$ cat src/rtl/wg_pkg.sv
package wg_pkg;
  localparam int WORD_W = 32;
  localparam int KEY_W  = 8;
  localparam int CFG_W  = WORD_W - KEY_W;

  localparam logic [WORD_W-1:0] UNLOCK_KEY = 32'hC5AF_6927;
  localparam logic [KEY_W-1:0]  CFG_KEY    = 8'h5A;

  typedef enum logic [1:0] {
    SEL_NONE   = 2'd0,
    SEL_UNLOCK = 2'd1,
    SEL_KEYED  = 2'd2,
    SEL_MUT    = 2'd3
  } sel_e;
endpackage

$ cat src/rtl/wg_decode.sv
module wg_decode import wg_pkg::*; #(
  parameter int AW    = 8,
  parameter int N_MUT = 4,
  parameter int IDXW  = 2,
  parameter logic [AW-1:0] UNLOCK_ADDR = 'h00,
  parameter logic [AW-1:0] KEYED_ADDR  = 'h04,
  parameter logic [AW-1:0] MUT_BASE    = 'h10
) (
  input  logic [AW-1:0]   addr_i,
  output sel_e            sel_o,
  output logic [IDXW-1:0] idx_o
);
  logic [AW:0] off;
  logic        in_mut;

  assign off    = {1'b0, addr_i} - {1'b0, MUT_BASE};
  assign in_mut = ({1'b0, addr_i} >= {1'b0, MUT_BASE}) && (off < (AW+1)'(N_MUT));
  assign idx_o  = off[IDXW-1:0];

  always_comb begin
    sel_o = SEL_NONE;
    if (addr_i == UNLOCK_ADDR)     sel_o = SEL_UNLOCK;
    else if (addr_i == KEYED_ADDR) sel_o = SEL_KEYED;
    else if (in_mut)               sel_o = SEL_MUT;
  end
endmodule

$ cat src/rtl/wg_lock_ctrl.sv
module wg_lock_ctrl #(
  parameter int IDLE_CYCLES = 32
) (
  input  logic clk_i,
  input  logic rst_ni,
  input  logic unlock_wr_i,
  input  logic key_ok_i,
  input  logic mut_wr_i,
  output logic unlocked_o
);
  localparam int CW = (IDLE_CYCLES > 2) ? $clog2(IDLE_CYCLES) : 1;
  localparam logic [CW-1:0] LAST = CW'(IDLE_CYCLES - 1);

  logic [CW-1:0] idle_q;
  logic          unl_q;

  always_ff @(posedge clk_i or negedge rst_ni) begin
    if (!rst_ni) begin
      unl_q  <= 1'b0;
      idle_q <= '0;
    end else if (unlock_wr_i) begin
      unl_q  <= key_ok_i;
      idle_q <= '0;
    end else if (unl_q && mut_wr_i) begin
      idle_q <= '0;
    end else if (unl_q) begin
      if (idle_q == LAST) begin
        unl_q  <= 1'b0;
        idle_q <= '0;
      end else begin
        idle_q <= idle_q + 1'b1;
      end
    end
  end

  assign unlocked_o = unl_q;
endmodule

$ cat src/rtl/wg_mut_bank.sv
module wg_mut_bank import wg_pkg::*; #(
  parameter int N_MUT = 4,
  parameter int IDXW  = 2
) (
  input  logic                    clk_i,
  input  logic                    rst_ni,
  input  logic                    wr_i,
  input  logic [IDXW-1:0]         idx_i,
  input  logic [WORD_W-1:0]       wdata_i,
  output logic [N_MUT*WORD_W-1:0] q_o
);
  for (genvar i = 0; i < N_MUT; i++) begin : g_reg
    logic [WORD_W-1:0] r_q;
    always_ff @(posedge clk_i or negedge rst_ni) begin
      if (!rst_ni)                          r_q <= '0;
      else if (wr_i && idx_i == IDXW'(i))   r_q <= wdata_i;
    end
    assign q_o[i*WORD_W +: WORD_W] = r_q;
  end
endmodule

$ cat src/rtl/wg_keyed_reg.sv
module wg_keyed_reg import wg_pkg::*; (
  input  logic              clk_i,
  input  logic              rst_ni,
  input  logic              wr_i,
  input  logic [WORD_W-1:0] wdata_i,
  output logic [CFG_W-1:0]  q_o
);
  logic key_ok;
  assign key_ok = (wdata_i[WORD_W-1 -: KEY_W] == CFG_KEY);

  always_ff @(posedge clk_i or negedge rst_ni) begin
    if (!rst_ni)              q_o <= '0;
    else if (wr_i && key_ok)  q_o <= wdata_i[CFG_W-1:0];
  end
endmodule

$ cat src/rtl/cfg_write_guard.sv
module cfg_write_guard import wg_pkg::*; #(
  parameter int AW          = 8,
  parameter int N_MUT       = 4,
  parameter int IDLE_CYCLES = 32,
  parameter logic [AW-1:0] UNLOCK_ADDR = 'h00,
  parameter logic [AW-1:0] KEYED_ADDR  = 'h04,
  parameter logic [AW-1:0] MUT_BASE    = 'h10
) (
  input  logic                    clk_i,
  input  logic                    rst_ni,
  input  logic                    wr_en_i,
  input  logic [AW-1:0]           addr_i,
  input  logic [31:0]             wdata_i,
  output logic [31:0]             rdata_o,
  output logic                    unlocked_o,
  output logic [N_MUT*32-1:0]     mut_q_o,
  output logic [23:0]             keyed_q_o
);
  localparam int IDXW = (N_MUT > 1) ? $clog2(N_MUT) : 1;

  sel_e            sel;
  logic [IDXW-1:0] idx;
  logic            unlock_wr, key_ok, mut_wr, keyed_wr;

  wg_decode #(
    .AW(AW), .N_MUT(N_MUT), .IDXW(IDXW),
    .UNLOCK_ADDR(UNLOCK_ADDR), .KEYED_ADDR(KEYED_ADDR), .MUT_BASE(MUT_BASE)
  ) u_dec (
    .addr_i(addr_i), .sel_o(sel), .idx_o(idx)
  );

  assign unlock_wr = wr_en_i && (sel == SEL_UNLOCK);
  assign key_ok    = (wdata_i == UNLOCK_KEY);
  assign mut_wr    = wr_en_i && (sel == SEL_MUT);
  assign keyed_wr  = wr_en_i && (sel == SEL_KEYED);

  wg_lock_ctrl #(.IDLE_CYCLES(IDLE_CYCLES)) u_lock (
    .clk_i(clk_i), .rst_ni(rst_ni),
    .unlock_wr_i(unlock_wr), .key_ok_i(key_ok), .mut_wr_i(mut_wr),
    .unlocked_o(unlocked_o)
  );

  wg_mut_bank #(.N_MUT(N_MUT), .IDXW(IDXW)) u_bank (
    .clk_i(clk_i), .rst_ni(rst_ni),
    .wr_i(mut_wr && unlocked_o), .idx_i(idx), .wdata_i(wdata_i),
    .q_o(mut_q_o)
  );

  wg_keyed_reg u_keyed (
    .clk_i(clk_i), .rst_ni(rst_ni),
    .wr_i(keyed_wr), .wdata_i(wdata_i), .q_o(keyed_q_o)
  );

  always_comb begin
    unique case (sel)
      SEL_UNLOCK: rdata_o = {31'd0, unlocked_o};
      SEL_KEYED:  rdata_o = {{KEY_W{1'b0}}, keyed_q_o};
      SEL_MUT:    rdata_o = mut_q_o[WORD_W*idx +: WORD_W];
      default:    rdata_o = '0;
    endcase
  end
endmodule

$ cat config.mk
export PLATFORM = sky130hd
export DESIGN_NAME = cfg_write_guard
export DESIGN_NICKNAME = d
export VERILOG_FILES = /design/src/rtl/wg_pkg.sv /design/src/rtl/wg_decode.sv /design/src/rtl/wg_lock_ctrl.sv /design/src/rtl/wg_mut_bank.sv /design/src/rtl/wg_keyed_reg.sv /design/src/rtl/cfg_write_guard.sv
export SDC_FILE = /design/constraint.sdc
export NUM_CORES = 1
export LEC_CHECK = 0
export CELL_PAD_IN_SITES_DETAIL_PLACEMENT = 0
export CELL_PAD_IN_SITES_GLOBAL_PLACEMENT = 1
export CORE_MARGIN = 2
export CORE_UTILIZATION = 36
export DETAILED_ROUTE_END_ITERATION = 16
export DONT_BUFFER_PORTS = 1
export PLACE_DENSITY_LB_ADDON = 0.15
export SKIP_LAST_GASP = 1
export SLEW_MARGIN = 5
export SYNTH_ARGS = -nofsm -noshare
export SYNTH_HDL_FRONTEND = slang
export SYNTH_SLANG_ARGS = --single-unit
$ cat constraint.sdc
create_clock -name clk_i -period 1.7 [get_ports clk_i]
set_input_delay 0 -clock clk_i [delete_from_list [all_inputs] [get_ports clk_i]]
set_output_delay 0 -clock clk_i [all_outputs]
set_load 0.005 [all_outputs]
# After elaboration in Yosys (flattened, before gate mapping)

Cells that the tools add are included.

$add $sub $neg: 2
Order comparisons: 2
Equality and inequality tests: 11
Shifts and indexed selects: 1
Muxes and demuxes: 12
Reductions and logical operators: 13

Operator list:

| cell                                                       | count |
|---|---|
| indexed part select 128 x 8 -> 32 bit                      | 1 |
| case mux 32 bit (3 select lines)                           | 1 |
| == test 32 bit, second input constant                      | 1 |
| 2-to-1 mux 5 bit                                           | 4 |
| logical AND 1 bit                                          | 10 |
| less-than comparator 9 x 3 -> 1 bit, second input constant | 1 |
| subtractor 8 x 5 -> 9 bit, second input constant           | 1 |
| == test 2 bit, second input constant                       | 4 |
| == test 8 x 3 -> 1 bit, second input constant              | 1 |
| == test 8 x 7 -> 1 bit, second input constant              | 1 |
| >= comparator 8 x 5 -> 1 bit, second input constant        | 1 |
| logical NOT 8 bit                                          | 1 |
| 2-to-1 mux 2 bit                                           | 3 |
| adder 5 x 1 -> 5 bit, second input constant                | 1 |
| == test 5 bit, second input constant                       | 1 |
| == test 2 x 1 -> 1 bit, second input constant              | 2 |
| 2-to-1 mux 1 bit                                           | 4 |
| nonzero test 3 bit                                         | 1 |
| logical NOT 2 bit                                          | 1 |
| != test 2 bit, second input constant                       | 1 |

Register bits after elaboration: 158
Output and inout bits: 185

# Depth between registers and ports, before layout

Gate-level depths: netlist of run 1.

Depth in word-level cells: 11
Gate-level depth with buffers: 8
Depth with buffers taken out: 6

# Modules after synthesis

From an unflattened synthesis of run 1, not the netlist that was laid out.

Cell total of the unflattened synthesis: 472
Area, all modules: 7460.9 µm²

Modules (own cells, without submodules):

| module          | instances | cells each | area each (µm²) | seq. area each (µm²) |
|---|---|---|---|---|
| wg_mut_bank     | 1         | 272        | 4744.6          | 3203.1 |
| cfg_write_guard | 1         | 98         | 1241.2          | 0.0 |
| wg_keyed_reg    | 1         | 54         | 1026.0          | 600.6 |
| wg_lock_ctrl    | 1         | 33         | 320.3           | 150.1 |
| wg_decode       | 1         | 15         | 128.9           | 0.0 |

# Least setup slack after synthesis of run 1

Ideal clock, no wire load.

Kind: input to register
Start point: in addr_i[4]
End point: reg u_keyed.q_o[10]
Data arrival time: 1.872 ns
Required time: 1.575 ns
Slack: -0.297 ns
Stages: 8
Path buffers: 2
Path through: inv_1 > ha_1 > or3b_2 > nor4_4 > and3_1 > buf_2 > buf_4 > mux2_2

Longest elaborated chain between the ends: 9
Elaborated cells between the ends (all ways): 12
Those cells by class: add/sub: 1; order compare: 2; eq/ne: 2; mux: 3; reduce/logical: 4

RTL lines:

| item                                | RTL line              | text |
|---|---|---|
| from (decl)                         | cfg_write_guard.sv:12 | `input logic [AW-1:0] addr_i,` |
| subtractor 8 x 5 -> 9 bit           | wg_decode.sv:16       | `assign off = {1'b0, addr_i} - {1'b0, MUT_BASE};` |
| less-than comparator 9 x 3 -> 1 bit | wg_decode.sv:17       | `assign in_mut = ({1'b0, addr_i} >= {1'b0, MUT_BASE}) && (off < (AW+1)'(N_MUT));` |
| logical AND 1 bit                   | wg_decode.sv:17       |  |
| 2-to-1 mux 2 bit                    | wg_decode.sv:24       | `else if (in_mut) sel_o = SEL_MUT;` |
| 2-to-1 mux 2 bit                    | wg_decode.sv:23       | `else if (addr_i == KEYED_ADDR) sel_o = SEL_KEYED;` |
| 2-to-1 mux 2 bit *                  | wg_decode.sv:22       | `if (addr_i == UNLOCK_ADDR) sel_o = SEL_UNLOCK;` |
| == test 2 bit *                     | cfg_write_guard.sv:35 | `assign keyed_wr = wr_en_i && (sel == SEL_KEYED);` |
| logical AND 1 bit *                 | cfg_write_guard.sv:35 |  |
| logical AND 1 bit *                 | wg_keyed_reg.sv:13    | `else if (wr_i && key_ok) q_o <= wdata_i[CFG_W-1:0];` |
| to (signal assigned)                | wg_keyed_reg.sv:13    |  |
| to (decl)                           | wg_keyed_reg.sv:6     | `output logic [CFG_W-1:0] q_o` |

Every way passes the cells marked *; elsewhere a longest branch is shown, timed or not.
A chain may end at the register's enable or synchronous reset.

# Worst setup path in the final report of run 1

Start point: in addr_i[3]
End point: out rdata_o[21]

Longest elaborated chain between the ends: 8
Elaborated cells between the ends (all ways): 13
Those cells by class: add/sub: 1; order compare: 2; eq/ne: 4; mux: 4; reduce/logical: 2

RTL lines:

| item                                                    | RTL line              | text |
|---|---|---|
| subtractor 8 x 5 -> 9 bit                               | wg_decode.sv:16       |  |
| less-than comparator 9 x 3 -> 1 bit                     | wg_decode.sv:17       |  |
| logical AND 1 bit                                       | wg_decode.sv:17       |  |
| 2-to-1 mux 2 bit                                        | wg_decode.sv:24       |  |
| 2-to-1 mux 2 bit                                        | wg_decode.sv:23       |  |
| 2-to-1 mux 2 bit *                                      | wg_decode.sv:22       |  |
| == test 2 bit or == test 2 x 1 -> 1 bit (tied branches) | cfg_write_guard.sv:55 | `unique case (sel)` |
| case mux 32 bit (3 select lines) *                      | cfg_write_guard.sv:55 |  |
| to (decl)                                               | cfg_write_guard.sv:14 | `output logic [31:0] rdata_o,` |

Marked as above.

==> metrics.yaml, run 1 <==
run_status:
  status: "complete, but fails checks"
  violations: "hold timing, setup timing"
synth:
  synthTopCellsByCount: "dfrtp_1 (158), mux2_2 (123), mux4_2 (32)"
  synth_top_family_by_area: "multiplexers"
  yosysTopAreaCell: "dfrtp_1"
  synth_compound_area_frac: 0.0387
  syn_nets: 536
  synth_xor_area_frac: 0.00116
  synth_edf_count: 0
  yosysUniqueCellTypes: 50
  syn_inst: 489
  yosys_most_used_dff: "dfrtp_1"
  ys_seq_elements: 158
  synth_mux_area_frac: 0.340
  yosysWarnings: 0
  synth_top_area_share: 0.525
  syn_area_um2: 7540
  synth_area_leaders: "dfrtp_1 (52%), mux2_2 (18%), mux4_2 (9.6%)"
  synth_adder_area_share: 0.00664
  yosysMostFrequentCell: "dfrtp_1"
  postSynthAreaPerCell_um2: 15.4
  async_reset_ff_frac: 1.00
  synthSimpleGateAreaFrac: 0.0596
  seq_area_frac_synth: 0.525
global_route:
  grt-busiest-layer: "met2"
  grtUsageMet1: 0.274
  gr-usage-met3: 0.0810
  overflow: 0
  use_met2: 0.330
  grt_max_degree: 159
  grt_use_total: 0.210
  grt_pass1_vias: 5160
  grt_pass1_wl_um: 34100
  antenna_found_initial: 0
sta:
  hold_viol: 158
  worstMarginPinSlew_ns: 0.475
  finalSetupViolations: 1
  rsz0062_at_grt: "yes"
  hold_ws_ns: -0.721
  setup_tns_ns: -0.00260
  fmax_mhz: 587
  max_slew_margin: 0.679
  clock_skew_ns: 0.0129
  period_share: 1.00
  period_minus_slack_ns: 1.70
  setup_ws_ns: -0.00260
  final-max-slew-violation-count: 0
clock_tree:
  clockBufferDepth: 2
  root_buffer: "clkbuf_16"
  cts_max_level: 4
  cts.sinks: 158
  cts_setup_buffers: 0
  numCtsBuffers: 17
  clock_latency_ns: 0.42
  ctsHoldBuffers: 39
  clkTransAtPathRegs_ns: 0.07
  cts_tree: "yes"
power_and_ir_drop:
  leakage_uw: 0.00425
  p_total_uw: 9220
  power_density_nw_per_um2: 1000
  vdd_drop_max_mv: 0.641
finish:
  antenna_cells: 0
  final_layout_size_suffix_gt1_frac: 0.486
  regArea_um2: 3960
  finalNetCount: 587
  fin_area_um2: 9200
  syn2layout_area_growth_pct: 22.0
  multi_input_area_um2: 3530
  num-fill-cells: 1771
  final_util: 0.452
place:
  hpwl_um: 14800
  place_area_um2: 8130
  io_buffers: 0
  place_congestion: 0.765
worst_setup_path:
  cp-end-kind: "output pin"
  critical_path.max_stage_delay_ns: 0.59
  crit_required_ns: 1.70
  crit_arrival_ns: 1.70
  slowest_stage: "or4_4"
  crit_chain: "dlygate4sd3_1 > or4_4 > and2_1 > buf_12 > nor2_1"
  setup.worst_path.class: "in -> out"
  start_kind: "primary input"
  critPathMaxFanout: 9
route:
  antenna_left: 0
  routed-via-count: 4728
  wl_per_cell_um: 27.8
  dr.first_iter.drc_count: 202
  viasPerCell: 5.74
  routed_wl_um: 22900
  drtPass1Iterations: 6
  drc: 0
run:
  maxCapViolCount: 0
die:
  die_area_um2: 22100
  floorplan.initialDensity: 0.370
  core-area_um2: 20400
  fp.dieH_um: 149
  row_count: 52
  fp.dieW_um: 149
  ios: 228
hold_path:
  worstHoldPathType: "in -> async"
sequential cells by signal, summed over array words and instances, names as in the netlist:
register           cells
u_lock.idle_q          5
u_keyed.q_o           24
u_lock.unlocked_o      1
u_bank.g.r_q         128
final cells by class:
cell class	count	share of cell area
flip-flops and latches	158	0.430
multi-input cells	295	0.384
repair buffers	64	0.0773
clock buffers	19	0.0492
well taps	270	0.0367
clock inverters	13	0.0195
inverters	4	0.00354
cells in the final DEF, fill, tap and decap left out, types with 3 or more instances in the layout:
cell / n
nor2_1: 7
and2_1: 9
buf_12: 10
dfrtp_1: 157
mux2_2: 103
clkbuf_16: 17
nand2_1: 5
buf_4: 13
nor2_2: 5
nor2_4: 4
a21oi_1: 3
nand4_1: 3
or4_4: 3
mux2_4: 50
nand3_1: 3
nor4_1: 3
bufinv_16: 3
dlygate4sd3_1: 39
mux4_2: 32
inv_8: 3
a22o_1: 14
a22oi_1: 7
clkinv_4: 3
kinds of logic after synthesis:
family | count (synthesis)
AOI/OAI and AO/OA | 37
xor gates and xnor gates | 1
adders and majority gates | 4
buffers and inverters | 36
DFF | 158
muxes | 186
and+or+nand+nor | 67
worst max-delay path, delay by kind of cell:
family | cells | cell delay, ns
and+or+nand+nor | 3 | 0.96
buffers and inverters | 2 | 0.74
power breakdown:
| part | switching (uW) | internal (uW) |
|---|---|---|
| clock network | 1650 | 2430 |
| logic | 344 | 516 |
| registers | 268 | 4000 |
| total | 2270 | 6950 |
path summary, 6_finish.rpt:
path | startpoint | end | slack [ns] | cells past startpoint
setup / recovery | addr_i[3] | rdata_o[21] | -0.003 | 5
hold / removal | rst_ni | u_lock.idle_q[1] | -0.72 | 0
setup reg to reg | u_lock.unlocked_o | u_bank.g_reg[0].r_q[1] | 0.04 | 4
hold reg to reg | u_lock.idle_q[4] | u_lock.idle_q[4] | 0.55 | 2
max in group asynchronous | rst_ni | u_bank.g_reg[0].r_q[21] | 2.11 | 0
min in group clk_i | wdata_i[1] | u_lock.unlocked_o | 0.02 | 3
metrics by stage:
stage	hold WS, ns	std cells	setup slack (ns)
3_5_place_dp	-0.289	752	-0.145
2_1_floorplan	-0.296	489	-0.109
6_report	-0.721	823	-0.00260
5_1_grt	-0.747	823	-0.0327
4_1_cts	-0.744	823	0.0121
3_3_place_gp	-0.285	752	-0.120
per-layer routing:
layer  part of all wire  vias up
met4              0.010        0
met5                  0        -
met2               0.48      194
met1               0.43     2554
met3              0.087       17
li1                   -     1963
repair_timing:
| action | 4_1_cts | 5_1_grt |
|---|---|---|
| endpoints found under the hold margin | 316 | 158 |
| endpoints found under the setup margin | 9 | 21 |
| gates resized for setup | 4 | 10 |
| pin swaps | 0 | 1 |
Power figures use the tool's default switching activity.
==> inputs of run 2 (changes only) <==
CORE_UTILIZATION = 45   (was 36)
clock period = 2 ns   (was 1.7 ns; I/O delays follow)
==> run 2 against run 1 <==
  * The flow finishes with violations (hold timing)
  * Sequential share of layout area up 1.8 points
  * Die area down 19%
  * First-iteration DRC count is 18% higher
  * Core utilization rose by 8.4 points
  * Global-route usage increased by 3.0 points
  * Non-clock buffer count decreased by 5
  * Via count is 0.93% lower
  * Largest cell class unchanged
  * Largest power group unchanged
  * Highest routed layer unchanged
==> metrics.yaml, run 2 (synthesis results as in run 1) <==
run:
  maxCapViolCount: 0  # unchanged
finish:
  regArea_um2: 3950  # about the same
  top_regs: "u_bank.g.r_q x128, u_keyed.q_o x24, u_lock.idle_q x5"
  final_cell_mix: "dfrtp_1 (158), mux2_2 (123), dlygate4sd3_1 (38), mux4_2 (32), mux2_4 (30)"
  multi_input_area_um2: 3400  # -3.8%
  regMostFlops: "u_bank.g.r_q"
  antenna_cells: 0  # unchanged
  finalNetCount: 582  # -0.85%
  syn2layout_area_growth_pct: 17.1
  final_common_cell: "dfrtp_1"
  num-fill-cells: 1395  # -21%
  final_layout_size_suffix_gt1_frac: 0.453  # -0.0339
  largest_reg_flops: 128  # unchanged
sta:
  setup_ws_ns: 0.112  # +0.115 ns
  setup_tns_ns: 0  # +0.00260 ns
  worstMarginPinSlew_ns: 0.536  # +0.0615 ns
  hold_viol: 158  # unchanged
  final-max-slew-violation-count: 0  # unchanged
  max_slew_margin: 0.638  # -0.0417
  period_minus_slack_ns: 1.89
  period_share: 0.944
  fmax_mhz: 530
  hold_ws_ns: -0.725  # -0.00424 ns
  clock_skew_ns: 0.00436  # -0.00851 ns
  rsz0062_at_grt: "no"
  finalSetupViolations: 0  # -1
power_and_ir_drop:
  combinationalPowerShare: 0.093  # about the same
  pwr-share-clk: 0.421  # -0.022
  power_density_nw_per_um2: 846  # -16%
  p_int_uw: 5670  # -18%
  leakage_uw: 0.00415  # -2.4%
  p_sw_uw: 1800  # -21%
  vdd_drop_max_mv: 0.572  # -11%
  swShare: 0.241  # -0.00517
  seqPwrFrac: 0.486  # +0.022
worst_setup_path:
  slowest_stage: "or4_2"
  setup.worst_path.class: "in -> out"
  cp-startpoint: "addr_i[4]"
  crit_chain: "inv_1 > ha_1 > or3b_2 > or4_2 > and2_2 > nor2_1"
  regToRegStartpoint: "u_lock.unlocked_o"
  crit_arrival_ns: 1.89  # +0.19 ns
  critical_path.max_stage_delay_ns: 0.62  # +0.03 ns
  crit_required_ns: 2.00  # +0.30 ns
  cp-end-kind: "output pin"
  start_kind: "primary input"
  critPathMaxFanout: 9  # unchanged
route:
  wl_per_cell_um: 27.1  # -2.7%
  drc: 0  # unchanged
  routed-via-count: 4684  # -0.93%
  drtPass1Iterations: 4  # -2
  routed_wl_um: 20800  # -9.2%
  dr.first_iter.drc_count: 239  # +18%
  antenna_left: 0  # unchanged
  viasPerCell: 6.10  # +6.2%
hold_path:
  worstHoldPathType: "in -> async"
global_route:
  grt_pass1_wl_um: 31900  # -6.6%
  antenna_found_initial: 0  # unchanged
  gr-usage-met3: 0.0712  # -0.00982
  use_met2: 0.369  # +0.0390
  overflow: 0  # unchanged
  grt_pass1_vias: 4958  # -3.9%
  grt_use_total: 0.240  # +0.0298
  grt-busiest-layer: "met2"
  grtUsageMet1: 0.331  # +0.0574
  grt_max_degree: 159  # unchanged
die:
  floorplan.initialDensity: 0.458  # +0.0876
  fp.dieW_um: 133  # -10%
  ios: 228  # unchanged
  die_area_um2: 17800  # -19%
  fp.dieH_um: 133  # -10%
  row_count: 47  # -9.6%
  core-area_um2: 16500  # -19%
clock_tree:
  clockBufferDepth: 2  # unchanged
  clock_latency_ns: 0.42  # about the same
  cts_max_level: 4  # unchanged
  clkTransAtPathRegs_ns: 0.06  # about the same
  cts_tree: "yes"
  root_buffer: "clkbuf_16"
  cts.sinks: 158  # unchanged
  ctsHoldBuffers: 38  # -2.6%
  numCtsBuffers: 17  # unchanged
place:
  pre_cts_ws_ns: -0.0413  # +0.104 ns
  place_congestion: 0.781  # +2.1%
  hpwl_um: 13500  # -8.5%
  io_buffers: 0  # unchanged
run_status:
  status: "complete, but fails checks"
  violations: "hold timing"
[run 2: final cells by class]
class / instances / share of cell area
Multi-Input combinational cell: 295 / 0.385
Timing Repair Buffer: 59 / 0.0695
Inverter: 4 / 0.00170
Clock buffer: 24 / 0.0557
Sequential cell: 158 / 0.448
Clock inverter: 8 / 0.00907
Tap cell: 220 / 0.0312
[run 2: through the flow]
stage	hold WS (ns)	util	total power [uW]	std cells	cell area, um^2
after floorplan	-0.296	-	4130	489	7540
after detailed placement	-0.289	0.478	4280	698	7870
after global placement	-0.290	0.478	4240	698	7870
final	-0.725	0.536	7470	768	8830
after CTS	-0.740	0.536	7530	768	8820
after global routing	-0.750	0.536	7780	768	8830
[run 2: worst paths after layout]
kind | slack [ns] | end | cells after the start
min in group clk_i | 0.02 | u_lock.idle_q[3] | 3
worst min-delay path | -0.72 | u_bank.g_reg[0].r_q[5] | 0
worst max register to register | 0.27 | u_bank.g_reg[0].r_q[22] | 4
worst min register to register | 0.54 | u_lock.idle_q[4] | 2
max in group asynchronous | 2.42 | u_lock.idle_q[2] | 0
worst max-delay path | 0.11 | rdata_o[20] | 6
[run 2: power groups by stage]
stage               clock, uW  combinational [uW]  sequential, uW
global placement            0                 567            3670
finish                   3140                 696            3630
global route             3350                 775            3660
floorplan                   0                 520            3610
detailed placement          0                 597            3680
CTS                      3210                 694            3630
[run 2: repair_timing]
action / CTS / global route
pin swaps: 0 / 0
hold endpoints to repair: 314 / 158
resized for setup: 1 / 1
setup buffers: 0 / 0
setup endpoints to repair: 3 / 1
gates cloned: 0 / 0
[run 2: layer usage]
layer  share of wire  up-vias
met5               0        -
met4           0.013        0
met3           0.068       21
met2            0.48      184
met1            0.44     2524
li1                -     1955
[run 2: worst max-delay path: cells and delay by family]
kind                       cells  cell delay (ns)
and+or+nand+nor                4             1.64
adders and majority gates      1             0.19
buffers and inverters          1             0.06
==> inputs of run 3 (changes only) <==
BUFFER_PORTS_ARGS = -buffer_cell sky130_fd_sc_hd__buf_2   (was default)
DONT_BUFFER_PORTS = default   (was 1)
==> run 3 against run 2 <==
  * Critical endpoint is now u_keyed.q_o[22]
  * Fmax shrank 1.3%
  * Hold slack gained 0.82 ns
  * Clock skew grew 0.0029 ns
  * Global-route usage grew 1.2 points
  * First-iteration DRC count grew 5.4%
  * The run now ends clean
==> metrics.yaml, run 3 (synthesis results as in run 1) <==
worst_setup_path:
  critical_path.max_stage_delay_ns: 0.54  # -0.08 ns
  crit_arrival_ns: 2.21  # +0.32 ns
  slowest_stage: "or4bb_1"
  critPathMaxFanout: 14  # +5
  crit_chain: "dlygate4sd3_1 > buf_2 > or4bb_1 > nor3b_2 > and3_1 > buf_4 > mux2_2"
  cp-end-kind: "flip-flop"
  setup.worst_path.class: "in -> reg"
  start_kind: "primary input"
  crit_required_ns: 2.30  # +0.30 ns
clock_tree:
  cts_tree: "yes"
  cts.sinks: 158  # unchanged
  cts_setup_buffers: 0  # unchanged
  clock_latency_ns: 0.41  # about the same
  clockBufferDepth: 2  # unchanged
  numCtsBuffers: 17  # unchanged
  clkTransAtPathRegs_ns: 0.06  # about the same
  root_buffer: "clkbuf_16"
  cts_max_level: 4  # unchanged
global_route:
  antenna_found_initial: 0  # unchanged
  grt_pass1_vias: 5754  # +16%
  grt_pass1_wl_um: 34200  # +7.2%
  grt_max_degree: 67  # -58%
  grt_use_total: 0.252  # +0.0121
  overflow: 0  # unchanged
run_status:
  status: "completed"
place:
  place_congestion: 0.800  # +2.5%
  io_buffers: 227  # +227
  pre_cts_ws_ns: -0.162  # -0.121 ns
  hpwl_um: 15300  # +13%
  place_inst: 942  # +35%
  place_area_um2: 9210  # +17%
die:
  ios: 228  # unchanged
  core-area_um2: 16500  # unchanged
  fp.dieW_um: 133  # unchanged
  row_count: 47  # unchanged
  die_area_um2: 17800  # unchanged
  floorplan.initialDensity: 0.458  # unchanged
  fp.dieH_um: 133  # unchanged
route:
  dr.first_iter.drc_count: 252  # +5.4%
  viasPerCell: 5.55  # -9.0%
  antenna_left: 0  # unchanged
  drc: 0  # unchanged
  routed-via-count: 5585  # +19%
  routed_wl_um: 21700  # +4.4%
  drtPass1Iterations: 4  # unchanged
  wl_per_cell_um: 21.6  # -20%
finish:
  regArea_um2: 3950  # unchanged
  antenna_cells: 0  # unchanged
  syn2layout_area_growth_pct: 35.2
  multi_input_area_um2: 3400  # +0.11%
  finalNetCount: 821  # +41%
  largest_reg_flops: 128  # unchanged
  fin_area_um2: 10200  # +15%
  final_cell_mix: "buf_2 (226), dfrtp_1 (158), mux2_2 (123), dlygate4sd3_1 (33), mux4_2 (32)"
  regMostFlops: "u_bank.g.r_q"
  final_cell_count_no_fill: 1006  # +31%
  top_regs: "u_bank.g.r_q x128, u_keyed.q_o x24, u_lock.idle_q x5"
  final_layout_size_suffix_gt1_frac: 0.628  # +0.176
  final_common_cell: "buf_2"
  num-fill-cells: 1316  # -5.7%
power_and_ir_drop:
  vdd_drop_max_mv: 0.633  # +11%
  leakage_uw: 0.00546  # +32%
  power_density_nw_per_um2: 792  # -6.4%
sta:
  fmax_mhz: 523  # -1.3%
  period_share: 0.957  # +0.0126
  final-max-slew-violation-count: 0  # unchanged
  setup_tns_ns: 0  # unchanged
  setup_ws_ns: 0.0870  # -0.0251 ns
  finalSetupViolations: 0  # unchanged
  worstMarginPinSlew_ns: 0.665  # +0.129 ns
  period_minus_slack_ns: 1.91  # +0.0251 ns
  rsz0062_at_grt: "no"
  hold_ws_ns: 0.0980  # +0.823 ns
  max_slew_margin: 0.557  # -0.0808
  clock_skew_ns: 0.00730  # +0.00295 ns
  hold_viol: 0  # -100%
run:
  maxCapViolCount: 0  # unchanged
hold_path:
  worstHoldPathType: "in -> reg"
==> run 3: cell types whose count changed in the layout (fill, tap and decap cells not counted), moves of 3 or more <==
| cell | delta |
|---|---|
| buf_12 | +6 |
| buf_2 | +226 |
| buf_4 | +9 |
| bufinv_16 | +3 |
| clkbuf_1 | -3 |
| clkbuf_8 | -3 |
| dlygate4sd3_1 | -5 |
==> run 3: layer usage <==
metal | part of all wire | global-route usage
met5 | 0 | 0
met4 | 0.014 | 0.0680
met3 | 0.062 | 0.0518
met2 | 0.48 | 0.395
met1 | 0.44 | 0.359
==> run 3: path summary, 6_finish.rpt <==
path                                      endpoint  cells past startpoint  slack (ns)                     from
setup / recovery                   u_keyed.q_o[22]                      7        0.09              wdata_i[30]
hold / removal                    u_lock.idle_q[0]                      4         0.1                  wr_en_i
setup reg to reg           u_bank.g_reg[0].r_q[16]                      4        0.30        u_lock.unlocked_o
hold reg to reg            u_bank.g_reg[2].r_q[11]                      1        0.53  u_bank.g_reg[2].r_q[11]
max in group asynchronous   u_bank.g_reg[0].r_q[3]                      3        1.10                   rst_ni
min in group asynchronous   u_bank.g_reg[0].r_q[4]                      2        0.14                   rst_ni
==> run 3: power breakdown <==
| group | leakage [uW] | switching [uW] | internal [uW] |
|---|---|---|---|
| Combinational | 0.00298 | 503 | 566 |
| Sequential | 0.00218 | 176 | 3410 |
| Clock | 0.000299 | 1300 | 2120 |
==> run 3: timing repair <==
item                                    in CTS  in global routing
hold endpoints to repair                   213                  0
resized for setup                            3                  4
hold buffers                                33                  0
endpoints found under the setup margin       9                 34
==> run 3: final cells by class <==
type | instances | area share
Clock buffer | 18 | 0.0431
Clock inverter | 13 | 0.0184
Inverter | 4 | 0.00147
Multi-Input combinational cell | 295 | 0.334
Sequential cell | 158 | 0.388
Tap cell | 220 | 0.0270
Timing Repair Buffer | 298 | 0.188
==> run 3: critical path, delay by kind of cell <==
kind	cells	cell delay, ns
buffers and inverters	3	0.87
multiplexers	1	0.37
AND/OR/NAND/NOR	3	0.97
==> run 3: per-stage QoR <==
stage,util,total power (uW)
after CTS,0.618,8150
after global routing,0.619,8440
after detailed placement,0.559,4650
final,0.619,8070
after global placement,0.559,4620
after floorplan,-,4130
